## config.mk

```make
export PLATFORM = sky130hd
export DESIGN_NAME = waw_scoreboard
export DESIGN_NICKNAME = d
export VERILOG_FILES = /design/src/rtl/waw_pkg.sv /design/src/rtl/waw_lat_lookup.sv /design/src/rtl/waw_entry.sv /design/src/rtl/waw_clash.sv /design/src/rtl/waw_scoreboard.sv
export SDC_FILE = /design/constraint.sdc
export NUM_CORES = 1
export LEC_CHECK = 0
export ABC_AREA = 1
export BUFFER_PORTS_ARGS = -buffer_cell sky130_fd_sc_hd__buf_2
export CORE_ASPECT_RATIO = 1.4
export CORE_UTILIZATION = 40
export DETAILED_ROUTE_END_ITERATION = 10
export PLACE_DENSITY = 0.59
export SLEW_MARGIN = 20
export SYNTH_ARGS = -nofsm -noshare
export SYNTH_HDL_FRONTEND = slang
export SYNTH_SLANG_ARGS = --single-unit
```

## constraint.sdc

```tcl
create_clock -name clk -period 5 [get_ports clk]
set_input_delay 0.25 -clock clk [delete_from_list [all_inputs] [get_ports clk]]
set_output_delay 0.25 -clock clk [all_outputs]
set_load 0.01 [all_outputs]
```

## src/rtl/waw_pkg.sv

```systemverilog
package waw_pkg;
  typedef enum logic {
    UNIT_ALU = 1'b0,
    UNIT_DIV = 1'b1
  } unit_e;
endpackage

```

## src/rtl/waw_lat_lookup.sv

```systemverilog
module waw_lat_lookup #(
  parameter int unsigned LAT_ALU = 1,
  parameter int unsigned LAT_DIV = 8,
  parameter int unsigned CNT_W   = 4
) (
  input  logic             unit_sel,
  output logic [CNT_W-1:0] lat
);
  import waw_pkg::*;

  always_comb begin
    if (unit_e'(unit_sel) == UNIT_DIV) lat = CNT_W'(LAT_DIV);
    else                               lat = CNT_W'(LAT_ALU);
  end
endmodule

```

## src/rtl/waw_entry.sv

```systemverilog
module waw_entry #(
  parameter int unsigned CNT_W = 4
) (
  input  logic             clk,
  input  logic             rst_n,
  input  logic             set_en,
  input  logic [CNT_W-1:0] set_cnt,
  output logic             pend,
  output logic [CNT_W-1:0] remain
);
  logic [CNT_W-1:0] cnt_q;
  logic [CNT_W-1:0] cnt_d;
  logic             cnt_en;

  // a new issue overrides the tick, including the final tick to zero
  always_comb begin
    cnt_d  = cnt_q;
    cnt_en = set_en | (cnt_q != '0);
    if (set_en)              cnt_d = set_cnt;
    else if (cnt_q != '0)    cnt_d = cnt_q - 1'b1;
  end

  always_ff @(posedge clk or negedge rst_n) begin
    if (!rst_n)      cnt_q <= '0;
    else if (cnt_en) cnt_q <= cnt_d;
  end

  assign pend   = (cnt_q != '0);
  assign remain = cnt_q;
endmodule

```

## src/rtl/waw_clash.sv

```systemverilog
module waw_clash #(
  parameter int unsigned NUM_REGS = 32,
  parameter int unsigned REG_W    = 5,
  parameter int unsigned CNT_W    = 4
) (
  input  logic                      in_valid,
  input  logic [REG_W-1:0]          in_rd,
  input  logic [CNT_W-1:0]          new_lat,
  input  logic [NUM_REGS-1:0]       pend_vec,
  input  logic [NUM_REGS*CNT_W-1:0] remain_vec,
  output logic                      clash
);
  logic [CNT_W-1:0] remain_sel;
  logic             hit;

  always_comb begin
    remain_sel = remain_vec[int'(in_rd)*CNT_W +: CNT_W];
    hit        = pend_vec[in_rd] && (in_rd != '0);
    clash      = in_valid && hit && (new_lat <= remain_sel);
  end
endmodule

```

## src/rtl/waw_scoreboard.sv

```systemverilog
module waw_scoreboard #(
  parameter int unsigned NUM_REGS = 32,
  parameter int unsigned LAT_ALU  = 1,
  parameter int unsigned LAT_DIV  = 8
) (
  input  logic                        clk,
  input  logic                        rst_n,
  input  logic                        in_valid,
  input  logic                        in_unit,
  input  logic [$clog2(NUM_REGS)-1:0] in_rd,
  output logic                        stall,
  output logic [NUM_REGS-1:0]         pend_mask
);
  localparam int unsigned REG_W   = $clog2(NUM_REGS);
  localparam int unsigned MAX_LAT = (LAT_ALU > LAT_DIV) ? LAT_ALU : LAT_DIV;
  localparam int unsigned CNT_W   = $clog2(MAX_LAT + 1);

  logic [1:0]                rst_pipe;
  logic                      rst_sync_n;
  logic [CNT_W-1:0]          new_lat;
  logic [NUM_REGS-1:0]       pend_vec;
  logic [NUM_REGS*CNT_W-1:0] remain_vec;
  logic                      accept;

  always_ff @(posedge clk or negedge rst_n) begin
    if (!rst_n) rst_pipe <= 2'b00;
    else        rst_pipe <= {rst_pipe[0], 1'b1};
  end
  assign rst_sync_n = rst_pipe[1];

  waw_lat_lookup #(.LAT_ALU(LAT_ALU), .LAT_DIV(LAT_DIV), .CNT_W(CNT_W)) lat_i (
    .unit_sel (in_unit),
    .lat      (new_lat)
  );

  waw_clash #(.NUM_REGS(NUM_REGS), .REG_W(REG_W), .CNT_W(CNT_W)) clash_i (
    .in_valid   (in_valid),
    .in_rd      (in_rd),
    .new_lat    (new_lat),
    .pend_vec   (pend_vec),
    .remain_vec (remain_vec),
    .clash      (stall)
  );

  assign accept = in_valid && !stall && (in_rd != '0);

  // register 0 is hard-wired idle
  assign pend_vec[0]          = 1'b0;
  assign remain_vec[CNT_W-1:0] = '0;

  for (genvar r = 1; r < NUM_REGS; r++) begin : g_entry
    waw_entry #(.CNT_W(CNT_W)) entry_i (
      .clk     (clk),
      .rst_n   (rst_sync_n),
      .set_en  (accept && (in_rd == REG_W'(r))),
      .set_cnt (new_lat),
      .pend    (pend_vec[r]),
      .remain  (remain_vec[r*CNT_W +: CNT_W])
    );
  end

  assign pend_mask = pend_vec;
endmodule

```

==> summary.md, run 1 <==
| Metric | Value |
|---|---|
| Status | finished clean |
| Antenna Violating Nets Remaining | 0 |
| RSZ-0062 raised after global routing | false |
| Row cnt | 64 |
| Global-route wire length before repair | 41400 microns |
| Post-synthesis mux area share | 0% |
| Synth top area share | 34.8% |
| Final wirelength | 25500 microns |
| Post-synthesis cell count | 1340 |
| CP Class | primary input to output pin |
| Worst min-delay path category | primary input to asynchronous set/reset pin |
| Pwr dens | 635 nW/um^2 |
| Crit start category | primary input |
| Setup Fix Bufs, Post-CTS | 0 |
| Leakage | 5.43 nW |
| Die Ht | 180 microns |
| Area leader, netlist | dfrtp_1 |
| Worst-path maximum fanout | 38 |
| Placer congestion estimate | 0.903 |
| # clock sinks | 126 |
| Warnings, synthesis | 0 |
| Residual DRC | 0 |
| Wire per inst | 15.4 microns |
| Xor/xnor share of the synthesized area | 3.67% |
| Critical Path End Type | output pin |
| Clk_lat worst skew | 0.43 ns |
| Max-Cap Viols | 0 |
| Mean Syn Cell Area | 6.77 sq um |
| Worst-Margin Slew | 1.05 ns |
| Synthesized flop and latch total | 126 |
| Final Max Slew Viols | 0 |
| Post-synth cell types | 30 |
| Tcrit/Tclk final | 75.1% |
| Vias in the first global route | 7988 |
| CTS root buf | clkbuf_16 |
| Fin nets | 1384 |
| Arrival time worst endpoint | 3.50 ns |
| Seq/Total Area, Yosys | 34.8% |
| Max Freq | 266 MHz |
| Die extent in x | 129 microns |
| Core box area | 22000 sq um |
| Skew final | 0.00918 ns |
| Worst endpoint required time | 4.75 ns |
| Tmin final | 3.75 ns |
| Pre-CTS setup slack | 1.10 ns |
| Initial DRC count | 473 |
| Slew margin rel. | 29.7% |
| Top layer in use | met5 |
| # port buffers | 40 |
| Synth Area in Compound Gates | 9.76% |
| Vias/cell | 5.06 |
| Post-Synth Simple-Gate Area | 31.8% |
| WL met3 | 1170 microns |
| Antenna violations before repair | 2 |
| Starting Density | 41.2% |
| Filler instances | 2353 |
| Peak supply drop | 0.000298 V |
| DR pass1 iterations | 5 |
| Die area | 23300 sq um |
| Post-cts gate resize count | 0 |
| Area of the multi-input gates | 4530 sq um |
| Synth Area in Adders | 4.69% |
| Combinational family with the most area after synthesis | simple AND/OR/NAND/NOR gates |
| Largest cells by area after synthesis | dfrtp_1 35%, nand2_1 14%, inv_1 10%, nor2_1 6.3%, nand3_1 4.9% |
| Clk slew on worst S/H paths | 0.05 ns |
| WL met2 | 12600 microns |
| HPWL after DPL | 18700 microns |
| Final setup fails | 0 |
| Synthesized Nets | 1383 |
| Clk buf depth | 2 |
| Ports | 42 |
| Pin count of the biggest net entering global routing | 66 |
| Final Util | 44.8% |
| Via count | 8341 |
| CTS tree | done |
| Reg area | 3160 sq um |
| Gr ovfl total | 0 |
| Hold_buf cts | 1 |
| DP Cell Count | 1618 |
| Num CTS Buffers | 17 |
| CTS H-Tree Depth | 4 |
| WL met1 | 11000 microns |
| Post-Layout Cell Count | 1648 |
| Mapped cell area | 9070 sq um |
| Total Routing Usage GR | 23.1% |
| Layout cell share with drive strength beyond 1 | 8.89% |
| Area growth syn-to-layout | 8.86% |
| Setup TNS | 0 ns |
| Final hold vios | 0 |
| Final setup margin | 1.25 ns |
flip-flops by register name, indices dropped and copies added (netlist names):
signal / cells
g_entry.entry_i.remain: 124
rst_pipe: 2
worst paths after layout:
check / from / end / slack, ns / cells after the start
hold / removal: rst_n / rst_pipe[1] / 0.13 / 2
max in group asynchronous: rst_pipe[1] / g_entry[14].entry_i.remain[2] / 3.55 / 1
setup / recovery: in_rd[0] / stall / 1.25 / 17
min in group clk: in_unit / g_entry[30].entry_i.remain[3] / 0.29 / 3
hold reg to reg: rst_pipe[0] / rst_pipe[1] / 0.35 / 0
setup reg to reg: g_entry[14].entry_i.remain[3] / g_entry[4].entry_i.remain[3] / 1.96 / 16
synth_stat cells:
| cell type | instances |
|---|---|
| a21oi_1 | 32 |
| a221oi_1 | 2 |
| a31oi_1 | 1 |
| buf_1 | 8 |
| buf_2 | 10 |
| buf_4 | 35 |
| buf_6 | 4 |
| clkbuf_1 | 12 |
| conb_1 | 2 |
| dfrtp_1 | 126 |
| ha_1 | 34 |
| inv_1 | 244 |
| inv_2 | 8 |
| nand2_1 | 335 |
| nand2_2 | 2 |
| nand2_4 | 1 |
| nand3_1 | 88 |
| nand3_2 | 28 |
| nand4_1 | 38 |
| nor2_1 | 152 |
| nor2_2 | 2 |
| nor2_4 | 1 |
| nor3_1 | 10 |
| o2111ai_1 | 1 |
| o21ai_0 | 62 |
| o21ai_1 | 20 |
| o221ai_1 | 1 |
| o22ai_1 | 40 |
| o31ai_1 | 3 |
| xor2_1 | 38 |
cells by family (layout without fill, tap and decap cells):
group           count (synthesis)  in the layout
xor+xnor                       38             38
simple gates                  657            657
fa+ha+maj                      34             34
flops                         126            126
compound gates                162            162
buf+inv                       321            331
other cells                     2              3
layer usage:
layer	global-route usage, %	vias up
li1	-	4186
met1	28.7	3918
met2	39.2	186
met3	4.16	49
met4	8.94	2
met5	0	-
worst max-delay path: stages:
cell and delay (ns):
buf_2 0.23, inv_2 0.27, nand2_1 0.27, buf_4 0.31, o22ai_1 0.26, a221oi_1 0.10
o2111ai_1 0.26, o21ai_0 0.14, ha_1 0.32, nand2_1 0.05, nor2_1 0.12, nand2_1 0.07
nand2_1 0.06, nand2_1 0.08, nand2_4 0.40, inv_1 0.12, buf_2 0.16
metrics by stage:
step	cell area, sq um	power, mW	hold WS [ns]
finish	9870	6.27	0.132
global route	9870	6.96	0.149
CTS	9870	6.31	0.121
detailed placement	9300	5.07	0.0372
global placement	9300	5.02	0.0350
floorplan	9070	4.42	-0.0456
final cells by class:
| class | count | share of cell area, % |
|---|---|---|
| Antenna cell | 1 | 0.0254 |
| Clock buffer | 21 | 4.77 |
| Clock inverter | 7 | 0.913 |
| Inverter | 252 | 9.58 |
| Multi-Input combinational cell | 893 | 45.9 |
| Sequential cell | 126 | 32.0 |
| Tap cell | 297 | 3.77 |
| Timing Repair Buffer | 51 | 3.02 |
cell usage in the layout (no fill, tap or decap):
cell type / instances
dfrtp_1: 125
inv_1: 244
nand3_2: 28
o2111ai_1: 1
nand2_1: 335
nor2_1: 152
dlygate4sd3_1: 1
nor2_4: 1
o21ai_0: 62
clkbuf_8: 3
nor3_1: 10
nand2_2: 2
nand3_1: 88
o221ai_1: 1
a31oi_1: 1
xor2_1: 38
clkinvlp_4: 2
bufinv_16: 2
nand2_4: 1
buf_4: 9
o22ai_1: 40
clkbuf_16: 17
a21oi_1: 32
clkbuf_1: 1
buf_12: 1
o21ai_1: 20
inv_2: 8
dfrtp_4: 1
a221oi_1: 2
conb_1: 2
clkinv_2: 3
diode_2: 1
nor2_2: 2
buf_2: 40
nand4_1: 38
o31ai_1: 3
ha_1: 34
power by group:
part           switching (mW)  internal (mW)  leakage (nW)
logic                    1.99           1.17          3.65
clock network           0.452          0.757         0.273
registers               0.345           1.55          1.51
Power figures use the tool's default switching activity.
==> run 2: changes to the inputs <==
==> constraint.sdc (replaced) <==
create_clock -name clk -period 3.8 [get_ports clk]
set_input_delay 0.19 -clock clk [delete_from_list [all_inputs] [get_ports clk]]
set_output_delay 0.19 -clock clk [all_outputs]
set_load 0.01 [all_outputs]
==> summary.md, run 2 (same netlist as run 1, synthesis figures left out) <==
| Metric | Value |
|---|---|
| # clock sinks | 126 |
| Slew margin rel. | 27.5% |
| Starting Density | 41.2% |
| Initial DRC count | 622 |
| Global-route wire length before repair | 41100 microns |
| R2R cell count | 16 |
| Final wirelength | 24900 microns |
| End of the worst register-to-register path | g_entry[18].entry_i.remain[0] |
| Setup Fix Bufs, Post-CTS | 0 |
| Tmin final | 3.33 ns |
| Area growth syn-to-layout | 9.92% |
| Die extent in x | 129 microns |
| Pwr dens | 831 nW/um^2 |
| CTS root buf | clkbuf_16 |
| Commonest non-fill, non-tap cell in the layout | nand2_1 |
| Vias/cell | 5.05 |
| Die Ht | 180 microns |
| Setup TNS | 0 ns |
| Row cnt | 64 |
| Clk slew on worst S/H paths | 0.05 ns |
| Arrival time worst endpoint | 3.14 ns |
| Vias in the first global route | 8073 |
| R2R Setup Slk | 0.97 ns |
| # port buffers | 40 |
| Core box area | 22000 sq um |
| Final hold vios | 0 |
| Status | finished clean |
| Cell mode on critical path | nand2_1 |
| Pin count of the biggest net entering global routing | 125 |
| Worst-path maximum fanout | 27 |
| Max Freq | 301 MHz |
| Num CTS Buffers | 17 |
| Critical Path End Type | output pin |
| Pre-CTS setup slack | 0.460 ns |
| RSZ-0062 raised after global routing | false |
| CTS tree | done |
| CP top delay family | buffers and inverters |
| Wire per inst | 15.0 microns |
| N_diodes | 0 |
| Final Max Slew Viols | 0 |
| Via count | 8370 |
| Skew final | 0.0101 ns |
| Gr ovfl total | 0 |
| Worst Path Buf+Inv | 6 |
| Fin nets | 1390 |
| Max-Cap Viols | 0 |
| Worst Hold Margin | 0.0703 ns |
| Residual DRC | 0 |
| CP max stage delay | 0.48 ns |
| Post-cts gate resize count | 0 |
| Filler instances | 2312 |
| Worst-Margin Slew | 1.09 ns |
| Die area | 23300 sq um |
| Placer congestion estimate | 0.855 |
| DR pass1 iterations | 7 |
| HPWL after DPL | 18100 microns |
| Antenna Violating Nets Remaining | 0 |
| Leakage | 5.49 nW |
| CTS H-Tree Depth | 4 |
| Ports | 42 |
| Final setup fails | 0 |
| CP Class | primary input to output pin |
| Peak supply drop | 0.000322 V |
| Crit start category | primary input |
| Antenna violations before repair | 0 |
| CP Cell Sequence | buf_2 > inv_2 > nand2_2 > o22ai_1 > o21ai_0 > nand4_1 > nand2_1 > nand2_1 > ha_1 > inv_1 > nor2_1 > nand2_1 > nand2_1 > nand2_4 > buf_4 > inv_1 > buf_2 |
| Most frequent cells in the layout | 335 x nand2_1, 244 x inv_1, 152 x nor2_1 |
| Hold_buf cts | 1 |
| Reg2Reg Launch Point | g_entry[15].entry_i.remain[3] |
| Worst endpoint required time | 3.61 ns |
| Critical-path top delay cell | nand2_2 |
| Worst min-delay path category | primary input to asynchronous set/reset pin |
| Total Routing Usage GR | 23.0% |
| Final setup margin | 0.475 ns |
| Max FFs per register | 124 |
| Layout cell share with drive strength beyond 1 | 9.42% |
| Tcrit/Tclk final | 87.5% |
| Clk buf depth | 2 |
| Clk_lat worst skew | 0.43 ns |
run 2: cell types whose count changed in the layout (fill, tap and decap cells not counted), sizes merged:
cell	change
diode	-1
buf	+6
bufinv	+1
clkbuf	-1
clkinv	+3
run 2: worst register-to-register path, stage by stage, from the launching register on:
cell,delay [ns]
dfrtp_1,0.37
inv_1,0.08
o22ai_1,0.33
a221oi_1,0.11
o2111ai_1,0.22
o21ai_0,0.12
ha_1,0.30
nand2_1,0.05
nor2_1,0.12
nand2_1,0.06
nand2_1,0.06
nand2_1,0.08
nand2_4,0.08
buf_4,0.34
nand3_1,0.22
nand2_1,0.13
nand2_1,0.05
run 2: worst max-delay path by stage:
stage	start	end	slack, ns	depth (start not counted)
floorplan	rst_pipe[1]	g_entry[10].entry_i.remain[0]	0.03	0
global placement	in_rd[0]	g_entry[19].entry_i.remain[0]	0.52	18
detailed placement	in_rd[1]	g_entry[18].entry_i.remain[0]	0.46	19
CTS	in_rd[1]	stall	0.56	18
global route	in_rd[1]	stall	0.25	17
finish	in_rd[1]	stall	0.47	17
run 2: cell type report:
class | instances | area [sq um] | area share (%)
multi-input combinational | 893 | 4530 | 45.5
sequential | 126 | 3160 | 31.7
inverter | 252 | 946 | 9.49
clock buffer | 20 | 447 | 4.48
tap | 297 | 372 | 3.73
timing repair buffer | 57 | 368 | 3.69
clock inverter | 11 | 143 | 1.43
run 2: where the power goes:
| part | total (mW) | leakage (nW) | switching (mW) | internal (mW) |
|---|---|---|---|---|
| Combinational | 4.16 | 3.69 | 2.60 | 1.56 |
| Clock | 1.67 | 0.286 | 0.625 | 1.04 |
| Sequential | 2.46 | 1.51 | 0.421 | 2.04 |
run 2: metal layers:
layer	part of all wire, %	up-vias	GRT usage (%)
met1	43	3894	28.3
met4	4.4	0	12.2
met2	48	211	37.9
li1	-	4203	-
met3	4.3	62	4.04
met5	0	-	0
run 2: through the flow:
step | area (sq um) | std cells | utilization [%] | total power [mW]
after floorplan | 9070 | 1340 | - | 5.82
after global placement | 9370 | 1624 | 42.5 | 6.57
after detailed placement | 9370 | 1624 | 42.5 | 6.63
after CTS | 9970 | 1656 | 45.3 | 8.35
after global routing | 9970 | 1656 | 45.3 | 9.20
final | 9970 | 1656 | 45.3 | 8.28
